**src/rtl/accel_seq_pkg.sv**
```systemverilog
package accel_seq_pkg;

  localparam int LEN_W = 4;
  localparam logic [7:0] ID_A_VAL = 8'h55;
  localparam logic [7:0] ID_B_VAL = 8'hAA;

  typedef enum logic [3:0] {
    STP_ID_A, STP_ID_B, STP_PWR, STP_MODES, STP_OSC,
    STP_AFE, STP_GO, STP_READ, STP_STOP
  } step_t;

  function automatic logic [7:0] step_reg(step_t s);
    case (s)
      STP_ID_A, STP_READ: return 8'h12;
      STP_ID_B:           return 8'h1C;
      STP_PWR:            return 8'h21;
      STP_OSC:            return 8'h1F;
      STP_AFE:            return 8'h0C;
      default:            return 8'h00;
    endcase
  endfunction

  function automatic logic [LEN_W-1:0] step_wlen(step_t s);
    case (s)
      STP_PWR, STP_OSC, STP_GO: return 4'd1;
      STP_MODES:                return 4'd5;
      STP_AFE:                  return 4'd6;
      STP_STOP:                 return 4'd2;
      default:                  return 4'd0;
    endcase
  endfunction

  function automatic logic [LEN_W-1:0] step_rlen(step_t s);
    case (s)
      STP_ID_A, STP_ID_B: return 4'd1;
      STP_READ:           return 4'd8;
      default:            return 4'd0;
    endcase
  endfunction

  function automatic logic [7:0] step_byte(step_t s, logic [LEN_W-1:0] i);
    case (s)
      STP_PWR: return 8'h52;
      STP_OSC: return 8'h08;
      STP_GO:  return 8'h06;
      STP_MODES:
        case (i)
          4'd1:    return 8'h12;
          4'd3:    return 8'h82;
          default: return 8'h02;
        endcase
      STP_AFE:
        case (i)
          4'd0:    return 8'h8F;
          4'd1:    return 8'h74;
          4'd3:    return 8'h11;
          4'd5:    return 8'h07;
          default: return 8'h00;
        endcase
      STP_STOP: return (i == 4'd0) ? 8'h02 : 8'h00;
      default:  return 8'h00;
    endcase
  endfunction

endpackage

```
**src/rtl/accel_xfer.sv**
```systemverilog
module accel_xfer
  import accel_seq_pkg::*;
#(
  parameter logic [6:0] DEV_ADDR = 7'h18
) (
  input  logic             clk,
  input  logic             rst_n,
  input  logic             go,
  input  step_t            step,
  output logic             cmd_valid,
  input  logic             cmd_ready,
  output logic [6:0]       cmd_dev,
  output logic [7:0]       cmd_reg,
  output logic [LEN_W-1:0] cmd_wlen,
  output logic [LEN_W-1:0] cmd_rlen,
  output logic             wr_valid,
  input  logic             wr_ready,
  output logic [7:0]       wr_data,
  input  logic             xfer_done,
  input  logic             xfer_nack,
  output logic             busy,
  output logic             fin,
  output logic             fin_nack
);

  typedef enum logic [1:0] {X_IDLE, X_CMD, X_WAIT} xst_t;

  xst_t             st;
  step_t            step_q;
  logic [LEN_W-1:0] idx;

  always_ff @(posedge clk or negedge rst_n) begin
    if (!rst_n) begin
      st     <= X_IDLE;
      step_q <= STP_ID_A;
      idx    <= '0;
    end else begin
      case (st)
        X_IDLE: if (go) begin
          step_q <= step;
          idx    <= '0;
          st     <= X_CMD;
        end
        X_CMD: if (cmd_ready) st <= X_WAIT;
        X_WAIT: begin
          if (wr_valid && wr_ready) idx <= idx + 1'b1;
          if (xfer_done) st <= X_IDLE;
        end
        default: st <= X_IDLE;
      endcase
    end
  end

  assign cmd_valid = (st == X_CMD);
  assign cmd_dev   = DEV_ADDR;
  assign cmd_reg   = step_reg(step_q);
  assign cmd_wlen  = step_wlen(step_q);
  assign cmd_rlen  = step_rlen(step_q);
  assign wr_valid  = (st == X_WAIT) && (idx < step_wlen(step_q));
  assign wr_data   = step_byte(step_q, idx);
  assign busy      = (st != X_IDLE);
  assign fin       = (st == X_WAIT) && xfer_done;
  assign fin_nack  = xfer_nack;

endmodule

```
**src/rtl/accel_unpack.sv**
```systemverilog
module accel_unpack #(
  parameter int BLOCK_BYTES = 8,
  parameter int SIGN_BIT    = 12,
  parameter int N_AXES      = 3
) (
  input  logic                         clk,
  input  logic                         rst_n,
  input  logic                         clr,
  input  logic                         rd_valid,
  input  logic [7:0]                   rd_data,
  input  logic                         latch,
  output logic [7:0]                   first_byte,
  output logic                         axis_valid,
  output logic [N_AXES*(SIGN_BIT+1)-1:0] axes
);

  localparam int AXIS_W = SIGN_BIT + 1;
  localparam int CNT_W  = $clog2(BLOCK_BYTES);

  logic [7:0]   buf_q [BLOCK_BYTES];
  logic [CNT_W:0] cnt;

  always_ff @(posedge clk or negedge rst_n) begin
    if (!rst_n) begin
      cnt <= '0;
      for (int i = 0; i < BLOCK_BYTES; i++) buf_q[i] <= '0;
    end else if (clr) begin
      cnt <= '0;
    end else if (rd_valid && (cnt < (CNT_W+1)'(BLOCK_BYTES))) begin
      buf_q[cnt[CNT_W-1:0]] <= rd_data;
      cnt <= cnt + 1'b1;
    end
  end

  always_ff @(posedge clk or negedge rst_n) begin
    if (!rst_n) axis_valid <= 1'b0;
    else        axis_valid <= latch;
  end

  assign first_byte = buf_q[0];

  for (genvar a = 0; a < N_AXES; a++) begin : g_axis
    logic [15:0]       word;
    logic [AXIS_W-1:0] val_q;
    assign word = {buf_q[2*a+3], buf_q[2*a+2]};
    always_ff @(posedge clk or negedge rst_n) begin
      if (!rst_n)     val_q <= '0;
      else if (latch) val_q <= word[AXIS_W-1:0];
    end
    assign axes[a*AXIS_W +: AXIS_W] = val_q;
  end

endmodule

```
**src/rtl/accel_seq.sv**
```systemverilog
module accel_seq
  import accel_seq_pkg::*;
#(
  parameter logic [6:0] DEV_ADDR = 7'h18,
  parameter int         SIGN_BIT = 12
) (
  input  logic                clk,
  input  logic                rst_n,
  input  logic                start_req,
  input  logic                shutdown_req,
  input  logic                sample_req,
  output logic                cmd_valid,
  input  logic                cmd_ready,
  output logic [6:0]          cmd_dev,
  output logic [7:0]          cmd_reg,
  output logic [3:0]          cmd_wlen,
  output logic [3:0]          cmd_rlen,
  output logic                wr_valid,
  input  logic                wr_ready,
  output logic [7:0]          wr_data,
  input  logic                rd_valid,
  input  logic [7:0]          rd_data,
  input  logic                xfer_done,
  input  logic                xfer_nack,
  output logic                busy,
  output logic                active,
  output logic                id_fail,
  output logic                fault,
  output logic                axis_valid,
  output logic [SIGN_BIT:0]   axis_x,
  output logic [SIGN_BIT:0]   axis_y,
  output logic [SIGN_BIT:0]   axis_z
);

  localparam int AXIS_W = SIGN_BIT + 1;

  typedef enum logic [2:0] {
    ST_RUN, ST_ACTIVE, ST_SAMPLE, ST_SHUT, ST_OFF, ST_FAULT, ST_IDFAIL
  } st_t;

  st_t     state;
  step_t   step_q;
  logic    issue_q;
  logic    fault_q;
  logic    fin, fin_nack;
  logic    latch;
  logic [7:0] first_byte;
  logic [3*AXIS_W-1:0] axes;

  accel_xfer #(.DEV_ADDR(DEV_ADDR)) u_xfer (
    .clk, .rst_n,
    .go(issue_q), .step(step_q),
    .cmd_valid, .cmd_ready, .cmd_dev, .cmd_reg, .cmd_wlen, .cmd_rlen,
    .wr_valid, .wr_ready, .wr_data,
    .xfer_done, .xfer_nack,
    .busy, .fin, .fin_nack
  );

  assign latch = fin && !fin_nack && (state == ST_SAMPLE);

  accel_unpack #(.BLOCK_BYTES(8), .SIGN_BIT(SIGN_BIT), .N_AXES(3)) u_unpack (
    .clk, .rst_n,
    .clr(issue_q), .rd_valid, .rd_data, .latch,
    .first_byte, .axis_valid, .axes
  );

  always_ff @(posedge clk or negedge rst_n) begin
    if (!rst_n) begin
      state   <= ST_RUN;
      step_q  <= STP_ID_A;
      issue_q <= 1'b1;
      fault_q <= 1'b0;
    end else begin
      issue_q <= 1'b0;
      case (state)
        ST_RUN: if (fin) begin
          if (fin_nack) begin
            fault_q <= 1'b1;
            state   <= ST_FAULT;
          end else begin
            case (step_q)
              STP_ID_A:
                if (first_byte == ID_A_VAL) begin step_q <= STP_ID_B; issue_q <= 1'b1; end
                else state <= ST_IDFAIL;
              STP_ID_B:
                if (first_byte == ID_B_VAL) begin step_q <= STP_PWR; issue_q <= 1'b1; end
                else state <= ST_IDFAIL;
              STP_PWR:   begin step_q <= STP_MODES; issue_q <= 1'b1; end
              STP_MODES: begin step_q <= STP_OSC;   issue_q <= 1'b1; end
              STP_OSC:   begin step_q <= STP_AFE;   issue_q <= 1'b1; end
              STP_AFE:   begin step_q <= STP_GO;    issue_q <= 1'b1; end
              default:   state <= ST_ACTIVE;
            endcase
          end
        end
        ST_ACTIVE:
          if (shutdown_req) begin
            step_q <= STP_STOP; issue_q <= 1'b1; state <= ST_SHUT;
          end else if (sample_req) begin
            step_q <= STP_READ; issue_q <= 1'b1; state <= ST_SAMPLE;
          end
        ST_SAMPLE, ST_SHUT: if (fin) begin
          if (fin_nack) begin
            fault_q <= 1'b1;
            state   <= ST_FAULT;
          end else begin
            state <= (state == ST_SAMPLE) ? ST_ACTIVE : ST_OFF;
          end
        end
        ST_OFF, ST_FAULT: if (start_req) begin
          fault_q <= 1'b0;
          step_q  <= STP_PWR;
          issue_q <= 1'b1;
          state   <= ST_RUN;
        end
        default: state <= ST_IDFAIL;
      endcase
    end
  end

  assign active  = (state == ST_ACTIVE) || (state == ST_SAMPLE);
  assign id_fail = (state == ST_IDFAIL);
  assign fault   = fault_q;
  assign axis_x  = axes[0*AXIS_W +: AXIS_W];
  assign axis_y  = axes[1*AXIS_W +: AXIS_W];
  assign axis_z  = axes[2*AXIS_W +: AXIS_W];

endmodule

```
**config.mk**
```make
export PLATFORM = sky130hd
export DESIGN_NAME = accel_seq
export DESIGN_NICKNAME = d
export VERILOG_FILES = /design/src/rtl/accel_seq_pkg.sv /design/src/rtl/accel_xfer.sv /design/src/rtl/accel_unpack.sv /design/src/rtl/accel_seq.sv
export SDC_FILE = /design/constraint.sdc
export NUM_CORES = 1
export LEC_CHECK = 0
export ABC_AREA = 1
export BUFFER_PORTS_ARGS = -buffer_cell sky130_fd_sc_hd__buf_2
export CORE_UTILIZATION = 35
export CTS_BUF_LIST = sky130_fd_sc_hd__clkbuf_8
export DETAILED_ROUTE_END_ITERATION = 10
export GPL_TIMING_DRIVEN = 1
export PLACE_DENSITY = 0.58
export SLEW_MARGIN = 10
export SYNTH_ARGS = -nofsm -noshare
export SYNTH_HDL_FRONTEND = slang
export SYNTH_SLANG_ARGS = --single-unit
```
**constraint.sdc**
```tcl
create_clock -name clk -period 2 [get_ports clk]
set_input_delay 0.2 -clock clk [delete_from_list [all_inputs] [get_ports clk]]
set_output_delay 0.2 -clock clk [all_outputs]
set_load 0.01 [all_outputs]
```
==> results of run 1 <==
## power groups by stage
stage,registers [mW],logic (mW),clock network [mW]
6_report,3.36,3.07,1.33
5_1_grt,3.44,3.48,1.48
4_1_cts,3.35,3.00,1.39
2_1_floorplan,3.34,1.91,0
3_3_place_gp,3.36,2.68,0
3_5_place_dp,3.38,2.74,0
## critical path, cell delays in order, from the launching register on
cell and delay (ps):
dfrtp_2 470, buf_4 160, nor3_4 220, nor2_2 70, ha_1 270, nand2_1 80, nand2_2 60, a21boi_2 120
buf_2 140
## repair_timing
item | CTS | global route
pin swaps | 11 | 6
setup endpoints to repair | 5 | 7
gates resized for setup | 19 | 7
hold buffers | 1 | 0
buffers inserted | 11 | 5
endpoints found under the hold margin | 21 | 0
## cell usage after synthesis
library cell / number / share of area
nand2_1: 221 / 0.17
dfrtp_1: 109 / 0.54
inv_1: 39 / 0.029
o21ai_1: 39 / 0.039
nor2_1: 33 / 0.025
o21ai_0: 28 / 0.028
nand3_1: 21 / 0.021
buf_4: 14 / 0.021
inv_2: 11 / 0.0082
buf_2: 10 / 0.010
a21oi_1: 8 / 0.0080
nand4_1: 7 / 0.0087
ha_1: 6 / 0.015
nor3_1: 5 / 0.0050
nand3_2: 4 / 0.0080
nand2_2: 3 / 0.0037
nor2_2: 3 / 0.0037
nor3_2: 3 / 0.0060
clkbuf_1: 2 / 0.0015
conb_1: 2 / 0.0015
nand4_2: 2 / 0.0050
nor2_4: 2 / 0.0045
nor3_4: 2 / 0.0065
o21ai_2: 2 / 0.0035
a21boi_0: 1 / 0.0015
a21oi_2: 1 / 0.0017
a22oi_1: 1 / 0.0015
a311oi_1: 1 / 0.0017
a31oi_1: 1 / 0.0012
buf_6: 1 / 0.0022
clkinv_1: 1 / 0.00075
dfstp_2: 1 / 0.0052
nand3_4: 1 / 0.0035
nor4_2: 1 / 0.0025
o21bai_1: 1 / 0.0015
o22ai_1: 1 / 0.0012
o2bb2ai_2: 1 / 0.0030
xnor2_1: 1 / 0.0017
xor2_1: 1 / 0.0017
## worst max-delay path by stage
stage	endpoint	slack (ps)	depth (start not counted)
final	wr_valid	-150	8
after global routing	wr_valid	-250	8
after global placement	wr_valid	80	9
after detailed placement	wr_valid	-20	9
after floorplan	wr_valid	180	7
after CTS	wr_valid	-160	9
## routing by layer
layer,track usage,vias to the layer above,share of wire
li1,-,2065,-
met1,0.2224,1964,0.47
met2,0.2722,120,0.46
met3,0.02247,21,0.048
met4,0.07253,2,0.020
met5,0,-,0.0011
## registers in the layout, indices dropped and copies added, names as in the netlist
name                   cells
fault                      1
issue_q                    1
state                      3
step_q                     4
u_unpack.axis_valid        1
u_unpack.buf_q            39
u_unpack.cnt               4
u_unpack.first_byte        8
u_unpack.g_axis.val_q     39
u_xfer.idx                 4
u_xfer.st                  2
u_xfer.step_q              4
## cells by family (layout without fill, tap and decap cells)
logic type      after synthesis  count (layout)
xor+xnor                      2               2
buf+inv                      78             174
fa+ha+maj                     6               6
simple gates                308             308
compound gates               85              85
other cells                   2              12
flops                       110             110
## through the flow
| step | total power, mW | area (µm²) | setup WS, ps | setup TNS [ps] |
|---|---|---|---|---|
| floorplan | 5.252 | 5062 | 178.1 | 0 |
| global placement | 6.036 | 5619 | 80.12 | 0 |
| detailed placement | 6.127 | 5619 | -17.90 | -17.90 |
| CTS | 7.748 | 5969 | -160.2 | -160.2 |
| global route | 8.400 | 6012 | -251.6 | -505.6 |
| finish | 7.772 | 6012 | -147.7 | -189.2 |
## layout make-up
type	count	area share
sequential	110	0.4591
tap	180	0.03746
timing repair buffer	107	0.1063
inverter	51	0.03184
clock inverter	7	0.01207
clock buffer	9	0.02060
multi-input combinational	413	0.3326
==> summary.md, run 1 <==
| Metric | Value |
|---|---|
| DRT Wirelength | `11.69 mm` |
| Clock sinks | `110` |
| Multiplexer share of the synthesized area | `0` |
| Final worst-path cycle share | `1.074` |
| Post-route DRC violation count | `0` |
| Mapped Cells | `591` |
| Clk root buf | `clkbuf_8` |
| Commonest non-fill, non-tap cell in the layout | `nand2_1` |
| CP Data Arrival Time | `around 2000 ps` |
| RSZ-0062 raised after global routing | `true` |
| Post-synthesis register bit count | `110` |
| Layout net count | `slightly above 700` |
| H-tree levels | `3` |
| Worst skew pair latency | `~370 ps` |
| R2R cell count | `11` |
| Clock power frac | `0.172` |
| Req. time, crit path | `1800 ps` |
| Post-DP HPWL | `~8.0 mm` |
| Fin. max-slew vios | `0` |
| Reg power frac | `0.433` |
| Crit path capture type | `primary output` |
| Min Hold Slack | `36.31 ps` |
| Fmax | `between 0.4 and 0.5 GHz` |
| Sw Ratio | `0.4109` |
| Leakage | `between 3 and 4 nW` |
| Port bufs | `approximately 80` |
| Hold Path Origin | `cmd_ready` |
| First-pass detailed-route iteration total | `5` |
| Flop2flop setup slack | `approximately 170 ps` |
| Synth Cell Area | `between 0.005 and 0.006 mm²` |
| Fillers | `1,413` |
| Register area | `0.002760 mm²` |
| First-pass GRT wire length | `about 19 mm` |
| ANT cells | `0` |
| Area grow syn2layout | `19.65%` |
| Row cnt | `between 40 and 50` |
| XOR/XNOR Fraction of Synth Area | `0.003486` |
| Post-route setup slack | `-147.7 ps` |
| Final Skew | `13.72 ps` |
| Largest family of logic cells by synthesized area | `simple AND/OR/NAND/NOR gates` |
| WHS Endpoint | `u_xfer.st[0]$_DFFE_PN0P_` |
| Routed Antenna Nets | `0` |
| Initial antenna violation count | `1` |
| Max-cap violations | `0` |
| Share of layout cells above drive strength 1 | `0.2525` |
| YS warnings | `0` |
| Synth Area per Inst | `~8.5 µm²` |
| GRT Total Usage | `0.1672` |
| Multi-input gate area | `0.001999 mm²` |
| Pint | `about 4.6 mW` |
| Hold depth | `2` |
| Seq/Total Area, Yosys | `0.5481` |
| Synth Area in Simple Gates | `0.2677` |
| Finish-stage setup viols | `2` |
| Num CTS Buffers | `9` |
| Failing checks | `setup timing` |
| Combinational share of power | `0.396` |
| Kind of critical path | `reg2out` |
| Worst vdd ir | `445.6 µV` |
| Power Dens Cells | `between 1000 and 1500 mW/mm²` |
| Post-Layout Cell Count | `877` |
| Die width | `around 120 µm` |
| Largest net degree at the start of global routing | `54` |
| CTS tree | `done` |
| Crit path max fanout | `5` |
| IO Count | `95` |
| Yosys cell types | `39` |
| Overflow after GRT | `0` |
| Vias in the first global route | `~4,000` |
| DIE AREA | `0.01484 mm²` |
| Commonest non-fill, non-tap cells in the layout | `nand2_1, dfrtp_1, buf_2` |
| NetSw | `3.194 mW` |
| Drt wl/cell | `approximately 13 µm` |
| Initial Util | `0.3606` |
| Synth Area in Compound Gates | `0.09163` |
| Reg2reg start | `u_xfer.step_q[2]$_DFFE_PN0P_` |
| Critical Path Source | `u_xfer.step_q[2]$_DFFE_PN0P_` |
| Vias/cell | `4.757` |
| CP Launch Type | `flop` |
| Core ar. | `0.01393 mm²` |
| Post-Synth Adder-Cell Area | `0.01494` |
| Status | `complete, but fails checks` |
| Final Hold Fails | `0` |
| Initial drt markers | `186` |
| Clock Path Buffers | `2` |
| Clk slew on worst S/H paths | `approximately 110 ps` |
| Post-layout min period | `2148 ps` |
| GP Congestion | `0.8618` |
| Cell Count Post-Placement | `845` |
| Via count | `4,172` |
| Die H | `about 120 µm` |
| Worst hold path type | `in2reg` |
| Critical R2R Capture | `u_xfer.idx[0]$_DFFE_PN0P_` |
| Util after Layout | `0.4314` |
(Power assumes the default switching activity.)
==> run 2, diff against run 1 <==
- PLACE_DENSITY: 0.58 -> unset
==> summary.md, run 2 (same netlist as run 1, synthesis figures left out) <==
| Metric | Value |
|---|---|
| CP Data Arrival Time | `2010 ps (+60 ps)` |
| Post-route DRC violation count | `0 (unchanged)` |
| DIE AREA | `0.01484 mm² (unchanged)` |
| First-pass GRT wire length | `19.37 mm (+0.18%)` |
| GP Congestion | `0.8870 (+2.9%)` |
| Commonest non-fill, non-tap cells in the layout | `nand2_1, dfrtp_1, buf_2` |
| Max-cap violations | `0 (unchanged)` |
| Clock sinks | `110 (unchanged)` |
| Die H | `121.8 µm (unchanged)` |
| First-pass detailed-route iteration total | `4 (-1)` |
| Failing checks | `setup timing` |
| Worst slack at placement | `41.56 ps (+59.46 ps)` |
| Vias in the first global route | `3,925 (-2.9%)` |
| Initial drt markers | `217 (+17%)` |
| Clock Path Buffers | `2 (unchanged)` |
| Via count | `4,156 (-0.38%)` |
| Post-layout min period | `2213 ps (+65.24 ps)` |
| Final Hold Fails | `0 (unchanged)` |
| Drt wl/cell | `13.42 µm (+0.65%)` |
| Final Skew | `12.75 ps (-0.9726 ps)` |
| Post-DP HPWL | `8.095 mm (+0.76%)` |
| Num CTS Buffers | `9 (unchanged)` |
| Post-route setup slack | `-212.9 ps (-65.24 ps)` |
| Buf/Inv on CP | `2 (unchanged)` |
| CP Launch Type | `flop` |
| Fmax | `0.4519 GHz (-2.9%)` |
| Worst path max stage delay | `460 ps (about the same)` |
| Clk slew on worst S/H paths | `100 ps (about the same)` |
| Initial antenna violation count | `0 (-1)` |
| Port bufs | `82 (unchanged)` |
| Overflow after GRT | `0 (unchanged)` |
| Fin. max-slew vios | `0 (unchanged)` |
| Clk root buf | `clkbuf_8` |
| Status | `complete, but fails checks` |
| DRT Wirelength | `11.77 mm (+0.65%)` |
| Fin Setup TNS | `-455.0 ps (-265.8 ps)` |
| Crit path capture type | `primary output` |
| Total Power | `7.726 mW (-0.59%)` |
| Finish-stage setup viols | `4 (+2)` |
| Share of layout cells above drive strength 1 | `0.2568 (+0.004304)` |
| Power Dens Cells | `1285 mW/mm² (-0.64%)` |
| Hold Path Origin | `cmd_ready` |
| Area grow syn2layout | `19.70% (about the same)` |
| Commonest non-fill, non-tap cell in the layout | `nand2_1` |
| Worst vdd ir | `468.6 µV (+5.2%)` |
| Largest net degree at the start of global routing | `43 (-20%)` |
| Slowest CP cell | `dfrtp_2` |
| Core ar. | `0.01393 mm² (unchanged)` |
| ANT cells | `0 (unchanged)` |
| Vias/cell | `4.739 (-0.38%)` |
| RSZ-0062 raised after global routing | `true` |
| Crit path max fanout | `5 (unchanged)` |
| CP top delay family | `simple AND/OR/NAND/NOR gates` |
| Critical Path Source | `u_xfer.step_q[1]$_DFFE_PN0P_` |
| GRT Total Usage | `0.1685 (+0.001302)` |
| Die width | `121.8 µm (unchanged)` |
| Kind of critical path | `reg2out` |
| H-tree levels | `3 (unchanged)` |
| IO Count | `95 (unchanged)` |
| Routed Antenna Nets | `0 (unchanged)` |
| Leakage | `3.310 nW (+0.26%)` |
| Layout net count | `717 (+0.14%)` |
| Initial Util | `0.3606 (unchanged)` |
| Crit-path cells | `buf_6 -> nor3_4 -> nor2_2 -> ha_1 -> nand2_1 -> nand2_2 -> a21boi_2 -> buf_2` |
| Worst hold path type | `in2reg` |
| Req. time, crit path | `1800 ps (about the same)` |
| Reg2reg start | `u_xfer.step_q[1]$_DFFE_PN0P_` |
| Worst skew pair latency | `380 ps (about the same)` |
| Row cnt | `43 (unchanged)` |
| CTS tree | `done` |
| Final worst-path cycle share | `1.106 (+0.03262)` |
run 2: cell types whose count changed in the layout (fill, tap and decap cells not counted), sizes merged:
| cell | delta |
|---|---|
| inv | -4 |
| clkinvlp | +2 |
| buf | +1 |
| clkbuf | +1 |
run 2: final timing paths:
path | endpoint | cells after the start | slack (ps)
min | u_xfer.st[0]$_DFFE_PN0P_ | 2 | 30
min reg2reg | u_unpack.g_axis[0].val_q[0]$_DFFE_PN0P_ | 2 | 480
max in group asynchronous | issue_q$_DFF_PN1_ | 3 | 1030
max | wr_valid | 8 | -210
min in group asynchronous | u_unpack.g_axis[1].val_q[2]$_DFFE_PN0P_ | 2 | 260
max reg2reg | u_xfer.idx[1]$_DFFE_PN0P_ | 11 | 110
run 2: layer usage:
metal  routed length, µm  GRT usage
met5                   0          0
met4                 183    0.06944
met3                 498    0.03043
met2                5578     0.2659
met1                5509     0.2279
run 2: what timing repair did:
action,in CTS,in global routing
endpoints found under the setup margin,1,17
pin swaps,11,8
gates resized for setup,17,14
buffers inserted,14,5
hold buffers,1,0
endpoints found under the hold margin,23,0
run 2: report_power, final:
part | switching [mW] | internal (mW)
registers | 0.487 | 2.86
logic | 1.89 | 1.25
clock network | 0.755 | 0.483
total | 3.13 | 4.60
run 2: cell type report:
cell class | instances | area [µm²]
Tap cell | 180 | 225.2
Clock buffer | 10 | 137.6
Sequential cell | 110 | 2758
Fill cell | 1434 | 7920
Timing Repair Buffer | 108 | 645.6
Inverter | 51 | 195.2
Multi-Input combinational cell | 413 | 2017
Clock inverter | 5 | 36.28
run 2: per-stage QoR:
stage / cells / cell area (µm²) / utilization / hold WS (ps)
after detailed placement: 845 / 5619 / 0.4033 / 136.1
after CTS: 875 / 5952 / 0.4271 / 4.076
after floorplan: 601 / 5062 / - / -95.59
after global placement: 845 / 5619 / 0.4033 / 129.2
final: 877 / 6015 / 0.4316 / 26.31
after global routing: 877 / 6015 / 0.4316 / 20.79
==> run 3, diff against run 2 <==
- SETUP_SLACK_MARGIN: unset -> 0.15
==> summary.md, run 3 (same netlist as run 1, synthesis figures left out) <==
| Metric | Value |
|---|---|
| Status | `complete, but fails checks` |
| Failing checks | `setup timing` |
| GRT Total Usage | `0.1714 (+0.002858)` |
| RSZ-0062 raised after global routing | `true` |
| Commonest non-fill, non-tap cell in the layout | `nand2_1` |
| Die width | `121.8 µm (unchanged)` |
| Area grow syn2layout | `24.45%` |
| Buf/Inv on CP | `2 (unchanged)` |
| H-tree levels | `3 (unchanged)` |
| Commonest non-fill, non-tap cells in the layout | `nand2_1, dfrtp_1, buf_2` |
| Register area | `0.002761 mm² (+0.14%)` |
| Leakage | `3.401 nW (+2.8%)` |
| Port bufs | `82 (unchanged)` |
| Overflow after GRT | `0 (unchanged)` |
| Drt wl/cell | `13.72 µm (+2.2%)` |
| Total Power | `8.109 mW (+5.0%)` |
| Initial Util | `0.3606 (unchanged)` |
| Final Skew | `16.15 ps (+3.400 ps)` |
| Layout net count | `729 (+1.7%)` |
| DRT Wirelength | `12.20 mm (+3.6%)` |
| Largest net degree at the start of global routing | `43 (unchanged)` |
| Row cnt | `43 (unchanged)` |
| Vias/cell | `4.763 (+0.50%)` |
| CP Data Arrival Time | `1940 ps (-70 ps)` |
| CTS tree | `done` |
| Post-route setup slack | `-139.7 ps (+73.21 ps)` |
| Clk slew on worst S/H paths | `100 ps (about the same)` |
| Req. time, crit path | `1800 ps (about the same)` |
| Critical Path Source | `u_xfer.step_q[1]$_DFFE_PN0P_` |
| Share of layout cells above drive strength 1 | `0.2976 (+0.04079)` |
| Critical R2R Capture | `u_xfer.idx[1]$_DFFE_PN0P_` |
| Crit path max fanout | `5 (unchanged)` |
| Post-route DRC violation count | `0 (unchanged)` |
| Actual slew at the worst max-slew pin | `536.5 ps` |
| Post-DP HPWL | `8.095 mm (unchanged)` |
| Slowest CP cell | `dfrtp_2` |
| CP Launch Type | `flop` |
| Max-cap violations | `0 (unchanged)` |
| Final worst-path cycle share | `1.070 (-0.03660)` |
| Die H | `121.8 µm (unchanged)` |
| Clock Path Buffers | `2 (unchanged)` |
| Worst hold path type | `in2reg` |
| Fillers | `1,398 (-2.5%)` |
| R2R cell count | `12 (+1)` |
| Slew HR | `0.6415` |
| Vias in the first global route | `3,962 (+0.94%)` |
| Multi-input gate area | `0.002110 mm² (+4.6%)` |
| Worst vdd ir | `469.6 µV (+0.19%)` |
| GP Congestion | `0.8870 (unchanged)` |
| Clk root buf | `clkbuf_8` |
| CP top delay family | `simple AND/OR/NAND/NOR gates` |
| Fmax | `0.4674 GHz (+3.4%)` |
| Worst slack at placement | `41.56 ps (unchanged)` |
| Power Dens Cells | `1297 mW/mm² (+0.95%)` |
| Initial antenna violation count | `0 (unchanged)` |
| Final Hold Fails | `0 (unchanged)` |
| Kind of critical path | `reg2out` |
| Post-layout min period | `2140 ps (-73.21 ps)` |
| Worst path max stage delay | `460 ps (about the same)` |
| Fin Setup TNS | `-151.9 ps (+303.1 ps)` |
| Via count | `4,234 (+1.9%)` |
| ANT cells | `0 (unchanged)` |
| Setup crit end | `wr_valid` |
| Initial drt markers | `274 (+26%)` |
| Core ar. | `0.01393 mm² (unchanged)` |
| Worst skew pair latency | `370 ps (about the same)` |
| Clock sinks | `110 (unchanged)` |
| Crit path capture type | `primary output` |
| Reg2reg start | `u_xfer.step_q[1]$_DFFE_PN0P_` |
| Finish-stage setup viols | `2 (-2)` |
| Min Hold Slack | `32.92 ps (+6.606 ps)` |
| Util after Layout | `0.4488 (+0.01715)` |
| DIE AREA | `0.01484 mm² (unchanged)` |
| Fin. max-slew vios | `0 (unchanged)` |
| Crit-path cells | `buf_6 -> nor3_4 -> nor2_2 -> ha_1 -> nand2_1 -> nand2_2 -> a21boi_2 -> buf_2` |
| CP Depth | `8 (unchanged)` |
| First-pass detailed-route iteration total | `4 (unchanged)` |
| IO Count | `95 (unchanged)` |
| Flop2flop setup slack | `50 ps (-60 ps)` |
| Routed Antenna Nets | `0 (unchanged)` |
| First-pass GRT wire length | `19.70 mm (+1.7%)` |
| Num CTS Buffers | `9 (unchanged)` |
-- run 3: power by group --
part / leakage, nW / internal (mW) / total, mW / switching, mW
combinational: 1.85 / 1.48 / 3.52 / 2.04
clock: 0.0862 / 0.483 / 1.23 / 0.751
sequential: 1.47 / 2.86 / 3.35 / 0.489
-- run 3: timing repair --
action                                  in CTS  in global routing
endpoints found under the hold margin       23                  0
gates cloned                                 0                  0
resized for setup                           29                 41
setup buffers                               19                  9
pin swaps                                   14                 10
endpoints found under the setup margin      15                 23
hold buffers                                 1                  0
-- run 3: how the worst min path moves through the flow --
stage	from	to	slack (ps)	cells after the start
floorplan	rst_n	fault$_DFFE_PN0P_	-100	0
finish	cmd_ready	u_xfer.st[0]$_DFFE_PN0P_	30	2
global route	cmd_ready	u_xfer.st[0]$_DFFE_PN0P_	20	2
CTS	cmd_ready	u_xfer.st[0]$_DFFE_PN0P_	4	2
detailed placement	rst_n	u_unpack.g_axis[1].val_q[2]$_DFFE_PN0P_	140	1
global placement	rst_n	u_unpack.g_axis[1].val_q[2]$_DFFE_PN0P_	130	1
-- run 3: worst reg2reg max path: stages, from the launching register on --
cell     delay, ps
dfrtp_2        460
buf_6          140
nor3_4         260
nor2_2          80
ha_1           270
nand2_1         70
nand2_2         60
buf_4          130
nand2_2         70
nand3_4        120
nand2_4        110
nand2_2         80
nand2_2         50
-- run 3: cell type report --
| type | instances | share of cell area |
|---|---|---|
| Clock inverter | 5 | 0.005802 |
| Tap cell | 180 | 0.03601 |
| Clock buffer | 10 | 0.02201 |
| Inverter | 51 | 0.03161 |
| Sequential cell | 110 | 0.4416 |
| Multi-Input combinational cell | 413 | 0.3373 |
| Timing Repair Buffer | 120 | 0.1257 |
-- run 3: metal layers --
layer  track usage  vias up  wire, µm
li1              -     2082         -
met1        0.2322     2028      5647
met2        0.2719      105      5855
met3       0.02903       19       510
met4       0.06944        0       183
met5             0        -         0
-- run 3: through the flow --
step           area [µm²]  cells
2_1_floorplan        5062    601
3_3_place_gp         5619    845
3_5_place_dp         5619    845
4_1_cts              6027    880
5_1_grt              6254    889
6_report             6254    889
